<file path="src/rtl/lbsel_pkg.sv">
`timescale 1ns/1ps
package lbsel_pkg;

  typedef struct packed {
    logic pos;
    logic neg;
  } rail_t;

  // code 0 selects every channel, code k selects channel index k-1
  function automatic logic chan_hit(input logic [7:0] code, input int unsigned idx);
    return (code == 8'd0) || (code == 8'(idx + 1));
  endfunction

endpackage

</file>
<file path="src/rtl/lbsel_edge.sv">
`timescale 1ns/1ps
module lbsel_edge #(
  parameter int unsigned W = 7
) (
  input  logic         clk_i,
  input  logic         rst_ni,
  input  logic [W-1:0] sig_i,
  input  logic         rise_i,
  output logic [W-1:0] edge_o
);

  logic [W-1:0] prev_q;

  always_ff @(posedge clk_i or negedge rst_ni) begin
    if (!rst_ni) prev_q <= '0;
    else         prev_q <= sig_i;
  end

  always_comb begin
    if (rise_i) edge_o = sig_i & ~prev_q;
    else        edge_o = ~sig_i & prev_q;
  end

endmodule

</file>
<file path="src/rtl/lbsel_decode.sv">
`timescale 1ns/1ps
module lbsel_decode
  import lbsel_pkg::*;
#(
  parameter int unsigned N_CH  = 7,
  parameter int unsigned SEL_W = 3
) (
  input  logic             lb_en_ni,
  input  logic             lb_analog_i,
  input  logic [SEL_W-1:0] lb_sel_i,
  output logic [N_CH-1:0]  analog_o,
  output logic [N_CH-1:0]  remote_o
);

  logic [N_CH-1:0] hit;

  for (genvar c = 0; c < N_CH; c++) begin : g_hit
    assign hit[c] = chan_hit(8'(lb_sel_i), c);
  end

  always_comb begin
    analog_o = '0;
    remote_o = '0;
    if (!lb_en_ni) begin
      if (lb_analog_i) analog_o = hit;
      else             remote_o = hit;
    end
  end

endmodule

</file>
<file path="src/rtl/lbsel_chan.sv">
`timescale 1ns/1ps
module lbsel_chan
  import lbsel_pkg::*;
(
  input  logic clk_i,
  input  logic rst_ni,
  input  logic tx_edge_i,
  input  logic rx_edge_i,
  input  logic ones_edge_i,
  input  logic single_rail_i,
  input  logic analog_i,
  input  logic remote_i,
  input  logic all_ones_i,
  input  logic term_pos_i,
  input  logic term_neg_i,
  input  logic line_pos_i,
  input  logic line_neg_i,
  output logic line_pos_o,
  output logic line_neg_o,
  output logic term_pos_o,
  output logic term_neg_o
);

  rail_t tx_word, rx_word, line_raw;
  rail_t line_q, line_d, term_q, term_d;
  logic  ones_ph_q, ones_ph_d;

  always_comb begin
    tx_word.pos  = term_pos_i;
    tx_word.neg  = term_neg_i & ~single_rail_i;
    line_raw.pos = line_pos_i;
    line_raw.neg = line_neg_i;
    if (single_rail_i) begin
      rx_word.pos = line_pos_i | line_neg_i;
      rx_word.neg = 1'b0;
    end else begin
      rx_word = line_raw;
    end
  end

  // line side: all-ones beats remote loopback beats terminal data
  always_comb begin
    line_d    = line_q;
    ones_ph_d = ones_ph_q;
    if (all_ones_i) begin
      if (ones_edge_i) begin
        line_d.pos = ~ones_ph_q;
        line_d.neg = ones_ph_q;
        ones_ph_d  = ~ones_ph_q;
      end
    end else begin
      ones_ph_d = 1'b0;
      if (remote_i) begin
        if (rx_edge_i) line_d = line_raw;
      end else if (tx_edge_i) begin
        line_d = tx_word;
      end
    end
  end

  always_comb begin
    term_d = term_q;
    if (analog_i) begin
      if (tx_edge_i) term_d = tx_word;
    end else if (rx_edge_i) begin
      term_d = rx_word;
    end
    if (single_rail_i) term_d.neg = 1'b0;
  end

  always_ff @(posedge clk_i or negedge rst_ni) begin
    if (!rst_ni) begin
      line_q    <= '0;
      term_q    <= '0;
      ones_ph_q <= 1'b0;
    end else begin
      line_q    <= line_d;
      term_q    <= term_d;
      ones_ph_q <= ones_ph_d;
    end
  end

  assign line_pos_o = line_q.pos;
  assign line_neg_o = line_q.neg;
  assign term_pos_o = term_q.pos;
  assign term_neg_o = term_q.neg;

endmodule

</file>
<file path="src/rtl/loopback_selector.sv">
`timescale 1ns/1ps
module loopback_selector #(
  parameter int unsigned N_CH  = 7,
  parameter int unsigned SEL_W = 3
) (
  input  logic             clk_i,
  input  logic             rst_ni,
  input  logic             lb_en_ni,
  input  logic             lb_analog_i,
  input  logic [SEL_W-1:0] lb_sel_i,
  input  logic             single_rail_i,
  input  logic             tclk_rise_i,
  input  logic             rclk_rise_i,
  input  logic             mclk_i,
  input  logic [N_CH-1:0]  all_ones_i,
  input  logic [N_CH-1:0]  tclk_i,
  input  logic [N_CH-1:0]  term_pos_i,
  input  logic [N_CH-1:0]  term_neg_i,
  input  logic [N_CH-1:0]  rclk_i,
  input  logic [N_CH-1:0]  line_pos_i,
  input  logic [N_CH-1:0]  line_neg_i,
  output logic [N_CH-1:0]  line_pos_o,
  output logic [N_CH-1:0]  line_neg_o,
  output logic [N_CH-1:0]  term_pos_o,
  output logic [N_CH-1:0]  term_neg_o
);

  localparam int unsigned MAX_CODE = (1 << SEL_W) - 1;

  initial begin
    if (N_CH > MAX_CODE) $error("selector too narrow for channel count");
  end

  logic [N_CH-1:0] tx_edge, rx_edge, analog, remote;
  logic [0:0]      ones_edge;

  lbsel_edge #(.W(N_CH)) i_tx_edge (
    .clk_i, .rst_ni, .sig_i(tclk_i), .rise_i(tclk_rise_i), .edge_o(tx_edge)
  );

  lbsel_edge #(.W(N_CH)) i_rx_edge (
    .clk_i, .rst_ni, .sig_i(rclk_i), .rise_i(rclk_rise_i), .edge_o(rx_edge)
  );

  lbsel_edge #(.W(1)) i_ones_edge (
    .clk_i, .rst_ni, .sig_i(mclk_i), .rise_i(1'b1), .edge_o(ones_edge)
  );

  lbsel_decode #(.N_CH(N_CH), .SEL_W(SEL_W)) i_decode (
    .lb_en_ni, .lb_analog_i, .lb_sel_i, .analog_o(analog), .remote_o(remote)
  );

  for (genvar c = 0; c < N_CH; c++) begin : g_chan
    lbsel_chan i_chan (
      .clk_i,
      .rst_ni,
      .tx_edge_i    (tx_edge[c]),
      .rx_edge_i    (rx_edge[c]),
      .ones_edge_i  (ones_edge[0]),
      .single_rail_i,
      .analog_i     (analog[c]),
      .remote_i     (remote[c]),
      .all_ones_i   (all_ones_i[c]),
      .term_pos_i   (term_pos_i[c]),
      .term_neg_i   (term_neg_i[c]),
      .line_pos_i   (line_pos_i[c]),
      .line_neg_i   (line_neg_i[c]),
      .line_pos_o   (line_pos_o[c]),
      .line_neg_o   (line_neg_o[c]),
      .term_pos_o   (term_pos_o[c]),
      .term_neg_o   (term_neg_o[c])
    );
  end

endmodule

</file>
<file path="config.mk">
export PLATFORM = sky130hd
export DESIGN_NAME = loopback_selector
export DESIGN_NICKNAME = d
export VERILOG_FILES = /design/src/rtl/lbsel_pkg.sv /design/src/rtl/lbsel_edge.sv /design/src/rtl/lbsel_decode.sv /design/src/rtl/lbsel_chan.sv /design/src/rtl/loopback_selector.sv
export SDC_FILE = /design/constraint.sdc
export NUM_CORES = 1
export LEC_CHECK = 0
export BUFFER_PORTS_ARGS = -buffer_cell sky130_fd_sc_hd__buf_2
export CAP_MARGIN = 15
export CORE_ASPECT_RATIO = 0.7
export CORE_MARGIN = 10
export CORE_UTILIZATION = 50
export CTS_BUF_LIST = sky130_fd_sc_hd__clkbuf_8
export DETAILED_ROUTE_END_ITERATION = 6
export PLACE_DENSITY_LB_ADDON = 0.1
export SLEW_MARGIN = 20
export SYNTH_ARGS = -nofsm -noshare
export SYNTH_HDL_FRONTEND = slang
export SYNTH_SLANG_ARGS = --single-unit
export TNS_END_PERCENT = 5
</file>
<file path="constraint.sdc">
create_clock -name clk_i -period 4.4 [get_ports clk_i]
set_input_delay 0.88 -clock clk_i [delete_from_list [all_inputs] [get_ports clk_i]]
set_output_delay 0.88 -clock clk_i [all_outputs]
set_load 0.005 [all_outputs]
</file>
==> summary.txt, run 1 <==
Routing
  – DR pass1 iterations: 4
  – DR vias: 2446
  – DR WL/cell: 16.2 um
  – Routed Antenna Nets: 0
  – Vias per Instance: 5.34
  – Met3 WL: 518 um
  – DRT iter0 DRCs: 68
  – Metal2 WL: 3.08 mm
  – DRC: 0
  – Routed wire length: 7.44 mm
  – Top sig layer: met4
  – Met1 wire length: 3.78 mm

Clock tree
  – Num CTS Buffers: 5
  – Worst-Skew Late Latency: 0.30 ns
  – H-tree depth: 2
  – CTS tree: done
  – Root Driver: clkbuf_8
  – Worst-path clk slew: 0.09 ns
  – Clock Sinks: 50
  – # Post-CTS Setup Buffers: 0
  – Clock Path Buffers: 2
  – Hold_buf cts: 0
  – Post-CTS resize count: 0

Yosys
  – Area of the mapped netlist: 0.00315 mm2
  – Post-synth top flop: dfrtp_1
  – Largest cells by area after synthesis: dfrtp_1, buf_4, mux2i_1
  – Synth warnings: 0
  – Syn Inst Count: 322
  – FF+latch count, synth: 50
  – Sequential element share of the synthesized area: 0.397
  – Share of the synthesized area in the top cell type: 0.397
  – Asr flop ratio synth: 1.00
  – Post-Syn Nets: 382
  – Most frequent cell after synthesis: dfrtp_1
  – Post-synth top cells: dfrtp_1, buf_4, o21ai_0
  – Synth unique cells: 40
  – Syn Area/Cell: 9.78 um2
  – Dominant cell type by area after synthesis: dfrtp_1
  – Post-synth EDFFs: 0

Timing
  – FMAX: 466 MHz
  – Fin crit period: 2.15 ns
  – Layout Skew: 0.00645 ns
  – Final hold vios: 0
  – Setup_tns: 0 ns
  – Worst-margin pin slew: 0.865 ns
  – Relative slew slack: 0.421
  – Final worst path period share: 0.488
  – Fin. max-slew vios: 0
  – Endpoints failing setup: 0
  – Unrepaired setup endpoints after global routing: false
  – Fin Hold WS: 0.510 ns

Critical path
  – Critical Path RT: 4.58 ns
  – CP Launch Type: input pin
  – Crit end category: flop
  – CP Class: in2reg
  – CP Data Arrival Time: 2.33 ns
  – Critical Path Fanout Max: 10
  – Critical-path cell list: buf_2 -> and3_2 -> o21ai_2 -> mux2_4 -> a2111oi_2 -> a31oi_1
  – CP max stage delay: 0.36 ns
  – Critical path's slowest cell: a2111oi_2

Global route
  – Vias in the first global route: 2554
  – Gr usage total: 0.153
  – First-pass GRT wire length: 12.6 mm
  – Grt total ovfl: 0
  – Largest net degree at the start of global routing: 27
  – Initial antenna violation count: 0

Flow run
  – Maxcap violations: 0

Status
  – Status: completed

Cells and area
  – Layout area overhead: 11.6%
  – Layout cells sized above 1: 0.329
  – Final #Nets: 439
  – Antenna diodes: 0
  – Fillers: 559

Floorplan
  – Die height: 86.4 um
  – Floorplan row count: 24
  – Floorplan core area: 0.00616 mm2
  – I/O Pins: 88
  – Die area: 0.00992 mm2
  – Initial core utilization: 0.511
  – Die span in x: 115 um

Placement
  – # port buffers: 87
  – Routability congestion estimate: 0.805
  – Dpl hpwl: 5.98 mm

Hold path
  – Hold Path Class: reg2reg

Power
  – Maximum VDD drop: 0.000180 V
  – Pwr Density: 307 mW/mm2
  – LEAKAGE: 0.00163 uW
==> stage by stage <==
step                cells  instance area [um2]   util  setup WS [ns]  total power, uW
CTS                   458                 3510  0.571           2.26             1090
detailed placement    450                 3420  0.556           1.93              816
floorplan             322                 3150      -           2.07              751
global placement      450                 3420  0.556           1.97              812
global route          458                 3510  0.571           2.16             1150
finish                458                 3510  0.571           2.25             1080
==> path summary, 6_finish.rpt <==
kind | start | endpoint | slack [ns] | depth (start not counted)
max in group asynchronous | rst_ni | g_chan[5].i_chan.ones_ph_q | 3.08 | 2
hold reg to reg | g_chan[3].i_chan.line_neg_o | g_chan[3].i_chan.line_neg_o | 0.51 | 1
min in group asynchronous | rst_ni | g_chan[3].i_chan.line_pos_o | 0.57 | 1
hold / removal | g_chan[3].i_chan.line_neg_o | g_chan[3].i_chan.line_neg_o | 0.51 | 1
setup reg to reg | i_ones_edge.prev_q | g_chan[3].i_chan.line_neg_o | 2.59 | 4
setup / recovery | lb_sel_i[0] | g_chan[6].i_chan.line_neg_o | 2.25 | 6
==> sequential cells by signal, indices dropped and copies added (netlist names) <==
name                      count
i_rx_edge.prev_q              7
i_ones_edge.prev_q            1
g_chan.i_chan.line_pos_o      7
g_chan.i_chan.term_neg_o      7
i_tx_edge.prev_q              7
g_chan.i_chan.line_neg_o      7
g_chan.i_chan.term_pos_o      7
g_chan.i_chan.ones_ph_q       7
==> logic make-up (layout without fill, tap and decap cells) <==
family                    Yosys count  after routing  synth area share
xor gates and xnor gates           10             10            0.0278
buffers and inverters              45            103            0.0938
muxes                              37             37             0.126
AOI/OAI and AO/OA                  64             64             0.137
and+or+nand+nor                   116            116             0.219
DFF                                50             50             0.397
==> power breakdown <==
part           internal [uW]  switching (uW)
clock                    125             149
sequential               515            30.8
combinational            124             133
==> layout make-up <==
cell class	instances	area (um2)	area share
inverters	7	26.3	0.00748
well taps	78	97.6	0.0278
clock buffers	6	82.6	0.0235
repair buffers	88	443	0.126
clock inverters	2	8.76	0.00249
flip-flops and latches	50	1250	0.356
multi-input cells	227	1600	0.457
==> layout by cell type (no fill, tap or decap), types with 7 or more instances in the layout <==
cell type  netlist  routed
dfrtp_1         50      50
nand2b_1        14      14
nor2b_1          9       8
buf_2            2      87
nor2_1          18      18
inv_1            7       8
mux2i_1         20      20
xor2_1           7       7
nand3b_1        16      16
nand2_1         21      21
a21oi_1          8       8
nor3_1          15      15
mux2_2          16      16
and2_1           7       7
o21ai_0         23      23
==> critical path, delay by kind of cell <==
| family | cells | cell delay [ns] |
|---|---|---|
| multiplexers | 1 | 0.34 |
| AND/OR/NAND/NOR | 1 | 0.26 |
| buffers and inverters | 1 | 0.18 |
| AO/OA/AOI/OAI | 3 | 0.66 |
==> per-layer routing <==
layer,up-vias,track usage
li1,1231,-
met2,63,0.222
met1,1145,0.215
met3,7,0.0531
met5,-,0
met4,0,0.0325
No activity file was read; power rests on OpenSTA's default activity.
==> run 2: changes to the inputs <==
--- a/config.mk
+++ b/config.mk
@@ -5,6 +5,7 @@
 export SDC_FILE = /design/constraint.sdc
 export NUM_CORES = 1
 export LEC_CHECK = 0
+export ABC_AREA = 1
 export BUFFER_PORTS_ARGS = -buffer_cell sky130_fd_sc_hd__buf_2
 export CAP_MARGIN = 15
 export CORE_ASPECT_RATIO = 0.7
==> constraint.sdc (replaced) <==
create_clock -name clk_i -period 2.1 [get_ports clk_i]
set_input_delay 0.42 -clock clk_i [delete_from_list [all_inputs] [get_ports clk_i]]
set_output_delay 0.42 -clock clk_i [all_outputs]
set_load 0.005 [all_outputs]
==> summary.txt, run 2 <==
Timing
  – Layout Skew: 0.00709 ns
  – Worst-margin pin slew: 0.587 ns
  – Endpoints failing setup: 0
  – FMAX: 623 MHz
  – Setup_tns: 0 ns
  – Unrepaired setup endpoints after global routing: false
  – Fin. max-slew vios: 0
  – Fin crit period: 1.60 ns
  – Relative slew slack: 0.607
  – Final hold vios: 0
  – Final worst path period share: 0.764

Global route
  – First-pass GRT wire length: 15.1 mm
  – Initial antenna violation count: 0
  – Largest net degree at the start of global routing: 29
  – Gr usage total: 0.173
  – Vias in the first global route: 3299
  – Grt total ovfl: 0

Yosys
  – Syn Area/Cell: 6.48 um2
  – Synth Area in Compound Gates: 0.0760
  – Share of the synthesized area in the top cell type: 0.369
  – Largest cells by area after synthesis: dfrtp_1, nand2_1, nand3_1
  – Post-synth EDFFs: 0
  – Post-Syn Nets: 583
  – Area of the mapped netlist: 0.00339 mm2
  – Sequential element share of the synthesized area: 0.369
  – Synth Area in Adders: 0
  – Post-synthesis mux area share: 0
  – Syn Inst Count: 523
  – Post-synth top cells: nand2_1, inv_1, nand3_1
  – Synth warnings: 0
  – Dominant cell type by area after synthesis: dfrtp_1
  – Synth unique cells: 24
  – Post-synth top flop: dfrtp_1
  – Largest family of logic cells by synthesized area: simple AND/OR/NAND/NOR gates
  – FF+latch count, synth: 50
  – Most frequent cell after synthesis: nand2_1
  – Asr flop ratio synth: 1.00
  – Post-Synth Simple-Gate Area: 0.402
  – Post-Synth XOR/XNOR Area: 0

Floorplan
  – Die height: 88.9 um
  – Die span in x: 118 um
  – Die area: 0.0105 mm2
  – Floorplan row count: 25
  – Floorplan core area: 0.00666 mm2
  – Initial core utilization: 0.509
  – I/O Pins: 88

Critical path
  – Most frequent CP cell: nand2_1
  – Critical path launch point: i_ones_edge.prev_q
  – Reg-to-reg critical path startpoint: i_ones_edge.prev_q
  – CP Class: reg2reg
  – Crit end category: flop
  – Critical path's slowest cell: nor2_1
  – CP Data Arrival Time: 1.80 ns
  – CP max stage delay: 0.47 ns
  – CP endpoint: g_chan[3].i_chan.line_neg_o
  – CP Launch Type: flop
  – Critical Path RT: 2.30 ns
  – Critical Path Fanout Max: 9
  – Depth of the most critical reg-to-reg path: 6
  – R2R Path End: g_chan[3].i_chan.line_neg_o
  – Critical-path cell list: nor2_1 -> inv_1 -> nand2_1 -> nand2_1 -> nand2_1 -> o21ai_0
  – Flop2flop setup slack: 0.50 ns

Routing
  – Routed wire length: 8.83 mm
  – DR WL/cell: 12.9 um
  – DRC: 0
  – Routed Antenna Nets: 0
  – DRT iter0 DRCs: 214
  – DR pass1 iterations: 4
  – DR vias: 3366
  – Vias per Instance: 4.92

Cells and area
  – Final #Nets: 649
  – Fillers: 657
  – Most common cell after layout, fill and taps aside: nand2_1
  – Most frequent cells in the layout: nand2_1, buf_2, inv_1
  – Final Util: 0.579
  – Layout area overhead: 13.8%
  – Antenna diodes: 0
  – Layout cells sized above 1: 0.198

Clock tree
  – Clock Sinks: 50
  – Num CTS Buffers: 5
  – Post-CTS resize count: 0
  – # Post-CTS Setup Buffers: 0
  – CTS tree: done
  – Clock Path Buffers: 2
  – Worst-path clk slew: 0.09 ns
  – Root Driver: clkbuf_8
  – Worst-Skew Late Latency: 0.30 ns
  – Hold_buf cts: 1
  – H-tree depth: 2

Power
  – Pwr Density: 598 mW/mm2
  – Clk pwr share: 0.252
  – Sw Ratio: 0.316
  – Maximum VDD drop: 0.000342 V
  – Sequential share of power: 0.493
  – Tot Pwr: 2310 uW
  – LEAKAGE: 0.00228 uW
  – Switch Pwr: 729 uW
  – Internal: 1580 uW
  – Comb power frac: 0.255

Flow run
  – Maxcap violations: 0

Placement
  – # port buffers: 87
  – Dpl hpwl: 7.24 mm
  – Routability congestion estimate: 0.832

Status
  – Status: completed

Hold path
  – Hold Path Class: in2reg
## run 2: cell count changes after synthesis, moves of 14 or more
| cell | delta |
|---|---|
| mux2_2 | -16 |
| nand2_1 | +155 |
| nand2b_1 | -14 |
| nand3_1 | +67 |
| inv_1 | +67 |
| mux2i_1 | -20 |
| nor2_1 | +27 |
## run 2: area by class of cell
| type | count | area, um2 | area share |
|---|---|---|---|
| Clock buffer | 6 | 82.6 | 0.0214 |
| Multi-Input combinational cell | 364 | 1620 | 0.420 |
| Timing Repair Buffer | 93 | 495 | 0.128 |
| Tap cell | 94 | 118 | 0.0305 |
| Sequential cell | 50 | 1250 | 0.324 |
| Inverter | 75 | 282 | 0.0730 |
| Clock inverter | 2 | 8.76 | 0.00227 |
## run 2: per-layer routing
layer / routed length (um) / global-route usage
met1: 4290 / 0.222
met2: 3880 / 0.285
met3: 589 / 0.0497
met4: 65 / 0.0387
met5: 0 / 0
## run 2: kinds of logic (layout without fill, tap and decap cells)
| group | Yosys count | count (layout) |
|---|---|---|
| AO/OA/AOI/OAI | 48 | 48 |
| buffers and inverters | 109 | 176 |
| flip-flops | 50 | 50 |
| AND/OR/NAND/NOR | 316 | 316 |
## run 2: power by group through the flow
stage | logic [uW] | clock network, uW | registers, uW
final | 589 | 581 | 1140
after global routing | 685 | 634 | 1150
after CTS | 598 | 611 | 1140
after detailed placement | 594 | 0 | 1160
after global placement | 585 | 0 | 1150
after floorplan | 445 | 0 | 1140
## run 2: through the flow
stage,instance area [um2],cells,worst slack [ns],hold slack (ns)
final,3860,684,0.495,0.234
after global placement,3760,675,0.321,0.246
after detailed placement,3760,675,0.297,0.245
after floorplan,3390,523,0.798,0.124
after global routing,3860,684,0.344,0.225
after CTS,3860,684,0.456,0.220
## run 2: worst max-delay path, delay by kind of cell (launching register included)
kind	cells	cell delay (ns)
simple gates	4	0.77
flops	1	0.37
buf+inv	1	0.30
compound gates	1	0.07
## run 2: worst min-delay path by stage
stage	slack (ns)	end	from	cells after the start
detailed placement	0.24	g_chan[3].i_chan.line_pos_o	rst_ni	1
global route	0.23	i_ones_edge.prev_q	mclk_i	1
finish	0.23	i_ones_edge.prev_q	mclk_i	1
global placement	0.25	g_chan[3].i_chan.line_pos_o	rst_ni	1
CTS	0.22	i_ones_edge.prev_q	mclk_i	1
floorplan	0.12	g_chan[0].i_chan.line_neg_o	rst_ni	0
